`config.mk`:
```
export PLATFORM = sky130hd
export DESIGN_NAME = irq2_ctrl
export DESIGN_NICKNAME = d
export VERILOG_FILES = /design/src/rtl/irq2_pkg.sv /design/src/rtl/irq2_regs.sv /design/src/rtl/irq2_arbiter.sv /design/src/rtl/irq2_levels.sv /design/src/rtl/irq2_ctrl.sv
export SDC_FILE = /design/constraint.sdc
export NUM_CORES = 1
export LEC_CHECK = 0
export BUFFER_PORTS_ARGS = -buffer_cell sky130_fd_sc_hd__buf_2
export CORE_ASPECT_RATIO = 1.25
export CORE_MARGIN = 4
export CORE_UTILIZATION = 50
export CTS_CLUSTER_SIZE = 25
export DETAILED_ROUTE_END_ITERATION = 10
export PLACE_DENSITY = 0.91
export SYNTH_ARGS = -nofsm -noshare
export SYNTH_HDL_FRONTEND = slang
export SYNTH_SLANG_ARGS = --single-unit
```
`constraint.sdc`:
```
create_clock -name clk -period 1.83 [get_ports clk]
set_input_delay 0.0915 -clock clk [delete_from_list [all_inputs] [get_ports clk]]
set_output_delay 0.0915 -clock clk [all_outputs]
set_load 0.005 [all_outputs]
```
`src/rtl/irq2_pkg.sv`:
```
// Package: shared constants for the two-level interrupt controller.
// Assumes five sources in fixed polling order; indices double as bit positions.
package irq2_pkg;
    localparam int SRC_N    = 5;
    localparam int IDX_W    = 3;
    localparam int SRC_EXT0 = 0;
    localparam int SRC_TMR0 = 1;
    localparam int SRC_EXT1 = 2;
    localparam int SRC_TMR1 = 3;
    localparam int SRC_SER  = 4;
    localparam int GEN_BIT  = 7;

    typedef enum logic [1:0] {
        A_ENA = 2'd0,
        A_PRI = 2'd1,
        A_PND = 2'd2,
        A_CFG = 2'd3
    } reg_addr_e;
endpackage

```
`src/rtl/irq2_regs.sv`:
```
// Module: software-visible registers and the pending flags.
// Assumes hardware sets (hw_set) win over a same-cycle write or automatic clear.
module irq2_regs
    import irq2_pkg::*;
(
    input  logic             clk,
    input  logic             rst_n,
    input  logic             we,
    input  logic [1:0]       addr,
    input  logic             wr_gen,
    input  logic [SRC_N-1:0] wr_src,
    input  logic [1:0]       wr_mode,
    input  logic [SRC_N-1:0] hw_set,
    input  logic [SRC_N-1:0] clr_mask,
    input  logic             busy_hi,
    input  logic             busy_lo,
    output logic             gen_en,
    output logic [SRC_N-1:0] src_en,
    output logic [SRC_N-1:0] prio,
    output logic [SRC_N-1:0] pend,
    output logic [1:0]       edge_mode,
    output logic [7:0]       rdata
);
    logic [SRC_N-1:0] pend_nx;

    // Configuration registers: enable, priority, mode.
    always_ff @(posedge clk) begin
        if (!rst_n) begin
            gen_en    <= 1'b0;
            src_en    <= '0;
            prio      <= '0;
            edge_mode <= '0;
        end else if (we) begin
            case (addr)
                A_ENA: begin
                    gen_en <= wr_gen;
                    src_en <= wr_src;
                end
                A_PRI:   prio      <= wr_src;
                A_CFG:   edge_mode <= wr_mode;
                default: ;
            endcase
        end
    end

    // Next pending value: write, then automatic clear, then hardware set.
    always_comb begin
        pend_nx = pend;
        if (we && addr == A_PND) pend_nx = wr_src;
        pend_nx = (pend_nx & ~clr_mask) | hw_set;
    end

    // Pending flag register.
    always_ff @(posedge clk) begin
        if (!rst_n) pend <= '0;
        else        pend <= pend_nx;
    end

    // Read multiplexer; unused bits read as zero.
    always_comb begin
        rdata = '0;
        case (addr)
            A_ENA: begin
                rdata[GEN_BIT]   = gen_en;
                rdata[SRC_N-1:0] = src_en;
            end
            A_PRI: rdata[SRC_N-1:0] = prio;
            A_PND: rdata[SRC_N-1:0] = pend;
            A_CFG: rdata = {2'b00, busy_hi, busy_lo, 2'b00, edge_mode};
            default: ;
        endcase
    end

    // serial flag survives unless software writes the pending register.
    p_serial_kept_r8: assert property (@(posedge clk) disable iff (!rst_n)
        pend[SRC_SER] && !(we && addr == A_PND) |=> pend[SRC_SER]);

    // an automatic clear without a competing set or write drops the flag.
    p_clr_drops_r8: assert property (@(posedge clk) disable iff (!rst_n)
        clr_mask[SRC_TMR0] && !hw_set[SRC_TMR0] && !(we && addr == A_PND)
        |=> !pend[SRC_TMR0]);
endmodule

```
`src/rtl/irq2_arbiter.sv`:
```
// Module: masks the pending flags, applies level blocking and picks a winner.
// Assumes busy_hi implies the most recent routine is high level.
module irq2_arbiter
    import irq2_pkg::*;
(
    input  logic              clk,
    input  logic              rst_n,
    input  logic [SRC_N-1:0]  pend,
    input  logic [SRC_N-1:0]  src_en,
    input  logic              gen_en,
    input  logic [SRC_N-1:0]  prio,
    input  logic              busy_hi,
    input  logic              busy_lo,
    output logic              grant_valid,
    output logic [IDX_W-1:0]  grant_idx,
    output logic              grant_hi
);
    logic [SRC_N-1:0] active, hi_req, lo_req, elig;

    // Level filtering: which requests may be taken now.
    always_comb begin
        active = gen_en ? (pend & src_en) : '0;
        hi_req = active & prio;
        lo_req = active & ~prio;
        if (busy_hi)      elig = '0;
        else if (busy_lo) elig = hi_req;
        else              elig = (|hi_req) ? hi_req : lo_req;
    end

    // Fixed polling order: lowest index wins.
    always_comb begin
        grant_valid = 1'b0;
        grant_idx   = '0;
        for (int i = SRC_N - 1; i >= 0; i--) begin
            if (elig[i]) begin
                grant_valid = 1'b1;
                grant_idx   = IDX_W'(i);
            end
        end
        grant_hi = |(elig & prio);
    end

    // nothing is granted while the high level is in service.
    p_hi_blocks_all_r6: assert property (@(posedge clk) disable iff (!rst_n)
        busy_hi |-> !grant_valid);

    // under a low routine only a high-level source may be granted.
    p_lo_only_hi_r6: assert property (@(posedge clk) disable iff (!rst_n)
        busy_lo && grant_valid |-> prio[grant_idx]);
endmodule

```
`src/rtl/irq2_levels.sv`:
```
// Module: tracks the in-service state of the two priority levels.
// Assumes the high level, when set, is always the most recently entered one.
module irq2_levels (
    input  logic clk,
    input  logic rst_n,
    input  logic take,
    input  logic take_hi,
    input  logic reti,
    output logic busy_hi,
    output logic busy_lo
);
    logic hi_nx, lo_nx;

    // Release first, then enter the accepted level.
    always_comb begin
        hi_nx = busy_hi;
        lo_nx = busy_lo;
        if (reti) begin
            if (busy_hi) hi_nx = 1'b0;
            else         lo_nx = 1'b0;
        end
        if (take) begin
            if (take_hi) hi_nx = 1'b1;
            else         lo_nx = 1'b1;
        end
    end

    // In-service state register.
    always_ff @(posedge clk) begin
        if (!rst_n) begin
            busy_hi <= 1'b0;
            busy_lo <= 1'b0;
        end else begin
            busy_hi <= hi_nx;
            busy_lo <= lo_nx;
        end
    end

    // a high-level take marks the high level busy next cycle.
    p_take_sets_hi_r7: assert property (@(posedge clk) disable iff (!rst_n)
        take && take_hi |=> busy_hi);

    // a return during a high routine releases the high level.
    p_reti_release_r9: assert property (@(posedge clk) disable iff (!rst_n)
        busy_hi && reti && !take |=> !busy_hi);
endmodule

```
`src/rtl/irq2_ctrl.sv`:
```
// Module: top of the two-level interrupt controller.
// Assumes the core samples take/vec_addr in the instr_end cycle and later issues reti.
module irq2_ctrl
    import irq2_pkg::*;
#(
    parameter int VEC_W    = 16,
    parameter int VEC_BASE = 3,
    parameter int VEC_STEP = 8
) (
    input  logic             clk,
    input  logic             rst_n,
    input  logic             reg_we,
    input  logic [1:0]       reg_addr,
    input  logic [7:0]       reg_wdata,
    output logic [7:0]       reg_rdata,
    input  logic [SRC_N-1:0] irq_set,
    input  logic             instr_end,
    input  logic             reti,
    output logic             take,
    output logic [VEC_W-1:0] vec_addr,
    output logic [SRC_N-1:0] flag_clr
);
    logic             gen_en, busy_hi, busy_lo;
    logic             grant_valid, grant_hi, clr_ok;
    logic [SRC_N-1:0] src_en, prio, pend;
    logic [1:0]       edge_mode;
    logic [IDX_W-1:0] grant_idx;
    logic             unused_wbits;

    assign unused_wbits = ^reg_wdata[6:5];

    irq2_regs u_regs (
        .clk       (clk),
        .rst_n     (rst_n),
        .we        (reg_we),
        .addr      (reg_addr),
        .wr_gen    (reg_wdata[GEN_BIT]),
        .wr_src    (reg_wdata[SRC_N-1:0]),
        .wr_mode   (reg_wdata[1:0]),
        .hw_set    (irq_set),
        .clr_mask  (flag_clr),
        .busy_hi   (busy_hi),
        .busy_lo   (busy_lo),
        .gen_en    (gen_en),
        .src_en    (src_en),
        .prio      (prio),
        .pend      (pend),
        .edge_mode (edge_mode),
        .rdata     (reg_rdata)
    );

    irq2_arbiter u_arb (
        .clk         (clk),
        .rst_n       (rst_n),
        .pend        (pend),
        .src_en      (src_en),
        .gen_en      (gen_en),
        .prio        (prio),
        .busy_hi     (busy_hi),
        .busy_lo     (busy_lo),
        .grant_valid (grant_valid),
        .grant_idx   (grant_idx),
        .grant_hi    (grant_hi)
    );

    irq2_levels u_lvl (
        .clk     (clk),
        .rst_n   (rst_n),
        .take    (take),
        .take_hi (grant_hi),
        .reti    (reti),
        .busy_hi (busy_hi),
        .busy_lo (busy_lo)
    );

    // Acceptance at an instruction boundary.
    assign take = instr_end & grant_valid;

    // Decide whether the accepted source is cleared by hardware.
    always_comb begin
        case (int'(grant_idx))
            SRC_TMR0, SRC_TMR1: clr_ok = 1'b1;
            SRC_EXT0:           clr_ok = edge_mode[0];
            SRC_EXT1:           clr_ok = edge_mode[1];
            default:            clr_ok = 1'b0;
        endcase
    end

    // Vector and clear pulse outputs.
    always_comb begin
        vec_addr = '0;
        flag_clr = '0;
        if (take) begin
            vec_addr = VEC_W'(VEC_BASE + VEC_STEP * int'(grant_idx));
            if (clr_ok) flag_clr = SRC_N'(1) << grant_idx;
        end
    end

    // at most one flag is cleared per cycle.
    p_clr_onehot_r8: assert property (@(posedge clk) disable iff (!rst_n)
        $onehot0(flag_clr));

    // a clear pulse only accompanies an accepted interrupt.
    p_clr_with_take_r5: assert property (@(posedge clk) disable iff (!rst_n)
        (|flag_clr) |-> take && instr_end);
endmodule

```
==> impl_metrics.toml, run 1 <==
[route]
num_vias = 1485
routed_via_density = 5.80
dr.pass1.iters = 5
drc = 0
drt_wl_total_um = 4700
first_iter_violations = 85
antenna_left = 0
wire_per_inst_um = 18.4

[cells_and_area]
fillCellCount = 198
antenna_cells = 0
final_nets = 243
utilization_pct = 72.2
layout_common_cells = "buf_2 (34), buf_4 (26), dfxtp_1 (16), mux2i_1 (15), nor2b_1 (15)"
final_common_cell = "buf_2"
syn2layout_area_growth_pct = 35.5
drive_gt1_share_pct = 46.4

[run]
drv_cap = 0

[sta]
maxSlewViolCount = 0
worst_pin_slew_ns = 0.695
layout_min_cycle_time_ns = 2.26
fin_ws_ns = -0.426
skew_ns = 0.00501
period_share_pct = 123
setup_viol_count_final = 13
rsz0062_at_grt = "true"
hold_viol_final = 0
relSlewSlack_pct = 53.5
max_freq_mhz = 443

[clock_network]
path_clk_slew_ns = 0.12
ctsHtreeMaxLevel = 1
cts_tree = "done"
cts_buffer_depth = 2
root_buffer = "clkbuf_4"
numCtsBuffers = 3
cts_num_sinks = 20
clock_latency_ns = 0.31

[global_route]
grt_pass1_wl_um = 7270
grt_usage_pct = 24.7
grt-ovfl-total = 0
grt_pass1_vias = 1495
antenna_found_initial = 0
grt_start_max_net_pins = 26

[critical_path]
worst_ep_arrival_time_ns = 2.16
cp.required_ns = 1.74
path_class = "reg2out"
startpoint = "u_regs.gen_en"
timing.rr.start = "u_regs.gen_en"
start_kind = "flip-flop"
worstPathMaxFanout = 7
reg2reg_depth = 9
endpoint = "flag_clr[2]"
regToRegSetupSlack_ns = -0.28
reg2reg_to = "u_regs.pend[2]"
worstSetupEndpointType = "output port"

[run_status]
status = "finished, violations left"
violations = "setup timing"

[yosys]
synth_edf_count = 0
yosys_warnings = 0
syn_avg_cell_area_um2 = 9.14
synth_ff_type = "dfxtp_1"
ys_types = 49
synthArstFlopShare_pct = 0
synth_area_leaders = "dfxtp_1 (27%), mux2i_1 (10%), buf_4 (7.7%)"
netlist_instances = 161
yosysTopAreaCell = "dfxtp_1"
synthesis.area_um2 = 1470
synth_top_area_share_pct = 27.2
yosysSeqAreaShare_pct = 27.2
ys_ff_latch = 20

[die]
rows = 21
die-area_um2 = 3880
die_h_um = 68.7
coreArea_um2 = 2760
dieWidth_um = 56.5
io-pin-count = 50
initial_utilization_pct = 53.3

[pwr]
p_per_area_nw_per_um2 = 522
power.leakage_nw = 0.917
irDropWorstVdd_v = 0.000568
p_total_mw = 1.04

[placement]
post-dp-hpwl_um = 2970
gp_congestion = 0.917
port_buffers = 34

[hold_path]
hold_path_class = "in2reg"
[state kept, by name, summed over array words and instances (netlist names)]
register          count
u_lvl.busy_hi         1
u_lvl.busy_lo         1
u_regs.edge_mode      2
u_regs.gen_en         1
u_regs.pend           5
u_regs.prio           5
u_regs.src_en         5
[synthesized netlist by cell type, drive strengths merged (2+ instances only)]
master,n
a31oi,2
a32oi,2
a41oi,2
and3,2
and4b,2
buf,17
clkbuf,4
dfxtp,20
inv,5
mux2,4
mux2i,15
mux4,3
nand2,12
nand3,7
nand4,5
nand4b,2
nor2,6
nor2b,15
nor3,2
nor3b,4
nor4b,2
o211ai,2
o21a,2
o21ai,10
[timing repair]
item                       CTS  global route
hold buffers                 3             0
setup endpoints to repair   15            15
pin swaps                   13             7
setup buffers                6             3
resized for setup           14            14
hold endpoints to repair     3             0
[critical path, stage by stage, from the launching register on]
cell and delay, ns:
dfxtp_4 0.40, buf_6 0.14, nand4_1 0.18, nand2_2 0.17, o221a_4 0.32, nor2_2 0.18, o21ai_1 0.11, a31oi_1 0.20
buf_2 0.14
[logic make-up (layout without fill, tap and decap cells)]
family | Yosys count | count (layout) | share of synthesized area [%]
buffers and inverters | 26 | 75 | 11.5
AOI/OAI and AO/OA | 28 | 28 | 14.4
and+or+nand+nor | 64 | 64 | 28.8
other | 1 | 13 | 0.255
DFF | 20 | 20 | 27.2
muxes | 22 | 22 | 17.9
[how the worst min path moves through the flow]
stage | from | end | slack (ns) | cells after the start
6_report | irq_set[0] | u_regs.pend[0] | 0.008 | 3
5_1_grt | irq_set[0] | u_regs.pend[0] | 0.03 | 3
4_1_cts | irq_set[0] | u_regs.pend[0] | 0.008 | 3
3_5_place_dp | irq_set[3] | u_regs.pend[3] | 0.30 | 3
3_3_place_gp | irq_set[3] | u_regs.pend[3] | 0.29 | 3
2_1_floorplan | irq_set[1] | u_regs.pend[1] | 0.21 | 2
[power breakdown]
part	switching (mW)	total, mW	internal, mW
Sequential	0.0237	0.480	0.456
Clock	0.148	0.369	0.222
Combinational	0.0972	0.192	0.0947
[layer usage]
layer / global-route usage (%) / wire length (um) / vias to the layer above
met5: 0 / 0 / -
met4: 18.1 / 274 / 0
met3: 2.23 / 287 / 25
met2: 46.5 / 2430 / 83
met1: 25.8 / 1710 / 687
li1: - / - / 690
[layout make-up]
cell class	instances	area (um^2)	share of cell area, %
clock inverter	1	30.0	1.51
clock buffer	3	22.5	1.13
timing repair buffer	66	429	21.5
sequential	20	408	20.5
tap	34	42.5	2.13
multi-input combinational	127	1040	52.3
inverter	5	18.8	0.942
[stage by stage]
step           hold WS, ns  worst slack [ns]  area (um^2)  TNS [ns]  cells
4_1_cts            0.00763            -0.317         1920     -2.98    253
2_1_floorplan        0.206            0.0874         1520         0    173
6_report           0.00795            -0.426         1990     -4.09    256
5_1_grt             0.0346            -0.535         1990     -5.45    256
3_5_place_dp         0.298            -0.193         1730     -1.28    240
3_3_place_gp         0.291           -0.0544         1730    -0.321    240
Power figures use the tool's default switching activity.
==> inputs of run 2 (changes only) <==
CORE_ASPECT_RATIO = 1.2   (was 1.25)
PLACE_DENSITY = 0.86   (was 0.91)
==> impl_metrics.toml, run 2 (same netlist as run 1, synthesis figures left out) <==
[run_status]
status = "finished, violations left"
violations = "hold timing, setup timing"

[die]
dieWidth_um = 57.5
die-area_um2 = 3880
initial_utilization_pct = 52.3
rows = 21
io-pin-count = 50
die_h_um = 67.4
coreArea_um2 = 2810

[global_route]
grt_start_max_net_pins = 26
grt_pass1_vias = 1362
grt_pass1_wl_um = 6190
grt-ovfl-total = 0
antenna_found_initial = 0
grt_usage_pct = 20.4

[critical_path]
start_kind = "flip-flop"
worstPathMaxFanout = 11
reg2reg_depth = 6
worstSetupEndpointType = "output port"
path_class = "reg2out"
regToRegSetupSlack_ns = -0.07
reg2reg_to = "u_regs.pend[0]"
worst_ep_arrival_time_ns = 2.15
timing.rr.start = "u_regs.gen_en"
cp.required_ns = 1.74

[sta]
layout_min_cycle_time_ns = 2.24
fin_ws_ns = -0.411
setup_tns_ns = -2.76
maxSlewViolCount = 0
hold_viol_final = 1
skew_ns = 0.00773
max_freq_mhz = 446
setup_viol_count_final = 12
hold_ws_ns = -0.00895
period_share_pct = 122
rsz0062_at_grt = "true"

[cells_and_area]
syn2layout_area_growth_pct = 28.7
final_common_cell = "buf_2"
antenna_cells = 0
drive_gt1_share_pct = 41.9
layout_common_cells = "buf_2 (33), buf_4 (22), dfxtp_1 (17), mux2i_1 (15), nor2b_1 (15)"
utilization_pct = 67.4
fillCellCount = 228
final_nets = 236
reg_top3 = "u_regs.pend x5, u_regs.prio x5, u_regs.src_en x5"

[placement]
gp_congestion = 0.909
post-dp-hpwl_um = 2830
port_buffers = 34

[clock_network]
cts_num_sinks = 20
numCtsBuffers = 3
path_clk_slew_ns = 0.12
root_buffer = "clkbuf_4"
ctsHtreeMaxLevel = 1
clock_latency_ns = 0.31
cts_buffer_depth = 2
cts_tree = "done"

[route]
first_iter_violations = 60
num_vias = 1431
antenna_left = 0
wire_per_inst_um = 16.3
drt_wl_total_um = 4060
drc = 0
dr.pass1.iters = 4
routed_via_density = 5.75

[hold_path]
hold_path_class = "in2reg"
worstHoldStart = "irq_set[0]"
hold_path_end = "u_regs.pend[0]"
hold_depth = 3

[run]
drv_cap = 0

[pwr]
irDropWorstVdd_v = 0.000531
power.leakage_nw = 0.872
p_per_area_nw_per_um2 = 492
run 2: cell types whose count changed in the layout (fill, tap and decap cells not counted), moves of 2 or more:
| cell | change |
|---|---|
| buf_4 | -4 |
| buf_6 | -2 |
| nor2_1 | +3 |
| nor2_2 | -2 |
run 2: metrics by stage:
step                hold WS (ns)  power, mW  instances  cell area [um^2]  setup WS (ns)
floorplan                  0.206      0.604        173              1520         0.0874
detailed placement         0.301      0.658        239              1720        -0.0798
finish                  -0.00895      0.932        249              1890         -0.411
CTS                      0.00217      0.920        248              1820         -0.246
global placement           0.301      0.654        239              1720        -0.0426
global route             0.00618      0.973        249              1890         -0.487
run 2: worst max path at each step:
stage,cells past startpoint,slack (ns),from,end
detailed placement,6,-0.08,u_regs.gen_en,flag_clr[0]
global route,6,-0.49,u_regs.prio[2],flag_clr[0]
CTS,7,-0.25,u_regs.gen_en,flag_clr[2]
global placement,7,-0.04,u_regs.gen_en,vec_addr[3]
finish,6,-0.41,u_regs.gen_en,flag_clr[0]
floorplan,6,0.09,u_regs.pend[0],vec_addr[0]
run 2: power breakdown:
group	internal, mW	leakage (nW)	switching [mW]
logic	0.0935	0.686	0.0925
registers	0.456	0.165	0.0236
clock network	0.122	0.0210	0.144
run 2: final cells by class:
class / instances / area (um^2) / area share (%)
well taps: 34 / 42.5 / 2.25
flip-flops and latches: 20 / 407 / 21.5
inverters: 5 / 18.8 / 0.991
multi-input cells: 127 / 1020 / 53.8
repair buffers: 59 / 372 / 19.6
clock buffers: 4 / 36.3 / 1.92
run 2: repair_timing:
item,4_1_cts,5_1_grt
gates resized for setup,5,12
cloned,0,0
hold endpoints to repair,3,0
endpoints found under the setup margin,13,13
hold buffers,3,0
pin swaps,6,8
setup buffers,2,1
run 2: per-layer routing:
metal | GRT usage, % | part of all wire (%) | wire length, um
met1 | 23.4 | 39 | 1570
met2 | 37.1 | 52 | 2130
met4 | 8.70 | 2.8 | 114
met5 | 0 | 0 | 0
met3 | 3.25 | 6.2 | 251
run 2: critical path: stages (launching register included):
cell     delay (ns)
dfxtp_4        0.45
nand4_1        0.19
a32oi_1        0.37
nor2_1         0.14
o21ai_4        0.31
and4_4         0.29
buf_6          0.09
==> inputs of run 3 (changes only) <==
clock period = 2.15 ns   (was 1.83 ns; I/O delays follow)
==> impl_metrics.toml, run 3 (same netlist as run 1, synthesis figures left out) <==
[run_status]
status = "finished, violations left"
violations = "setup timing"

[clock_network]
cts_buffer_depth = 2
cts_num_sinks = 20
ctsHtreeMaxLevel = 1
numCtsBuffers = 3
path_clk_slew_ns = 0.12
cts_tree = "done"
root_buffer = "clkbuf_4"
clock_latency_ns = 0.31

[global_route]
grt_pass1_wl_um = 5770
grt_start_max_net_pins = 26
grt-ovfl-total = 0
grt_pass1_vias = 1232
grt_usage_pct = 18.8
antenna_found_initial = 0

[route]
drc = 0
num_vias = 1375
drt_wl_total_um = 3810
wire_per_inst_um = 16.3
antenna_left = 0
first_iter_violations = 72
routed_via_density = 5.88
dr.pass1.iters = 4

[sta]
maxSlewViolCount = 0
max_freq_mhz = 454
setup_viol_count_final = 7
relSlewSlack_pct = 56.3
layout_min_cycle_time_ns = 2.20
period_share_pct = 102
worst_pin_slew_ns = 0.652
setup_tns_ns = -0.127
fin_ws_ns = -0.0508
rsz0062_at_grt = "true"
skew_ns = 0.00545
hold_viol_final = 0

[die]
die-area_um2 = 3880
rows = 21
initial_utilization_pct = 52.3
io-pin-count = 50
coreArea_um2 = 2810
dieWidth_um = 57.5
die_h_um = 67.4

[critical_path]
reg2reg_depth = 8
start_kind = "flip-flop"
cp.required_ns = 2.04
worst_ep_arrival_time_ns = 2.09
path_class = "reg2out"
worstSetupEndpointType = "output port"
worstPathMaxFanout = 6

[cells_and_area]
reg_top3 = "u_regs.pend x5, u_regs.prio x5, u_regs.src_en x5"
antenna_cells = 0
final_nets = 222
fillCellCount = 230
final_common_cell = "buf_2"
layout.cells.non_filler = 234
layout_common_cells = "buf_2 (34), dfxtp_1 (16), mux2i_1 (15), nor2b_1 (14), conb_1 (13)"
syn2layout_area_growth_pct = 20.7
drive_gt1_share_pct = 37.5

[placement]
gp_congestion = 0.876
placedCellCount = 220
post-dp-hpwl_um = 2630
port_buffers = 34
pre_cts_slack_ns = 0.160

[pwr]
irDropWorstVdd_v = 0.000446
power_frac_seq_pct = 56.4
p_total_mw = 0.735
cell_internal_pwr_mw = 0.519
p_switching_mw = 0.216
pwr-share-clk_pct = 25.7
sw_frac_of_total_pct = 29.4
power.leakage_nw = 0.789
pwr-share-comb_pct = 17.9
p_per_area_nw_per_um2 = 414

[run]
drv_cap = 0

[hold_path]
hold_path_class = "in2reg"
hold_depth = 3
## run 3: final timing paths
kind	startpoint	end	slack (ns)
hold reg to reg	u_lvl.busy_hi	u_lvl.busy_hi	0.57
setup reg to reg	u_regs.gen_en	u_regs.pend[1]	0.29
setup / recovery	u_regs.pend[2]	flag_clr[0]	-0.05
hold / removal	irq_set[0]	u_regs.pend[0]	0.02
## run 3: layout make-up
class                   count  area (um^2)  share of cell area, %
repair buffers             45          264                   14.9
flip-flops and latches     20          413                   23.2
inverters                   5         18.8                   1.06
well taps                  34         42.5                   2.39
clock buffers               3         22.5                   1.27
multi-input cells         127         1020                   57.2
## run 3: worst max-delay path: stages, from the launching register on
cell,delay [ns]
dfxtp_1,0.45
nand4_1,0.21
a32oi_1,0.35
nor2_1,0.12
o21ai_4,0.27
and4_4,0.27
buf_2,0.11
## run 3: what timing repair did
item                       CTS  global route
buffers inserted             4             4
gates resized for setup      9            13
hold endpoints to repair     2             1
hold buffers                 2             1
setup endpoints to repair    8             8
pin swaps                    6             7
## run 3: power by group through the flow
| stage | Combinational, mW | Clock, mW | Sequential [mW] |
|---|---|---|---|
| 2_1_floorplan | 0.101 | 0 | 0.413 |
| 3_3_place_gp | 0.118 | 0 | 0.421 |
| 3_5_place_dp | 0.120 | 0 | 0.423 |
| 4_1_cts | 0.125 | 0.185 | 0.415 |
| 5_1_grt | 0.146 | 0.208 | 0.418 |
| 6_report | 0.132 | 0.189 | 0.415 |
## run 3: per-stage QoR
stage          util, %  hold slack [ns]  cell area, um^2
3_5_place_dp      56.2            0.316             1580
4_1_cts           59.9          0.00825             1690
2_1_floorplan        -            0.222             1520
3_3_place_gp      56.2            0.311             1580
5_1_grt           63.2           0.0368             1780
6_report          63.2           0.0162             1780
## run 3: routing by layer
metal / share of wire (%) / global-route usage (%) / wire length (um)
met1: 39 / 23.6 / 1490
met5: 0 / 0 / 0
met3: 6.0 / 2.68 / 229
met4: 1.9 / 6.09 / 72
met2: 53 / 32.8 / 2010
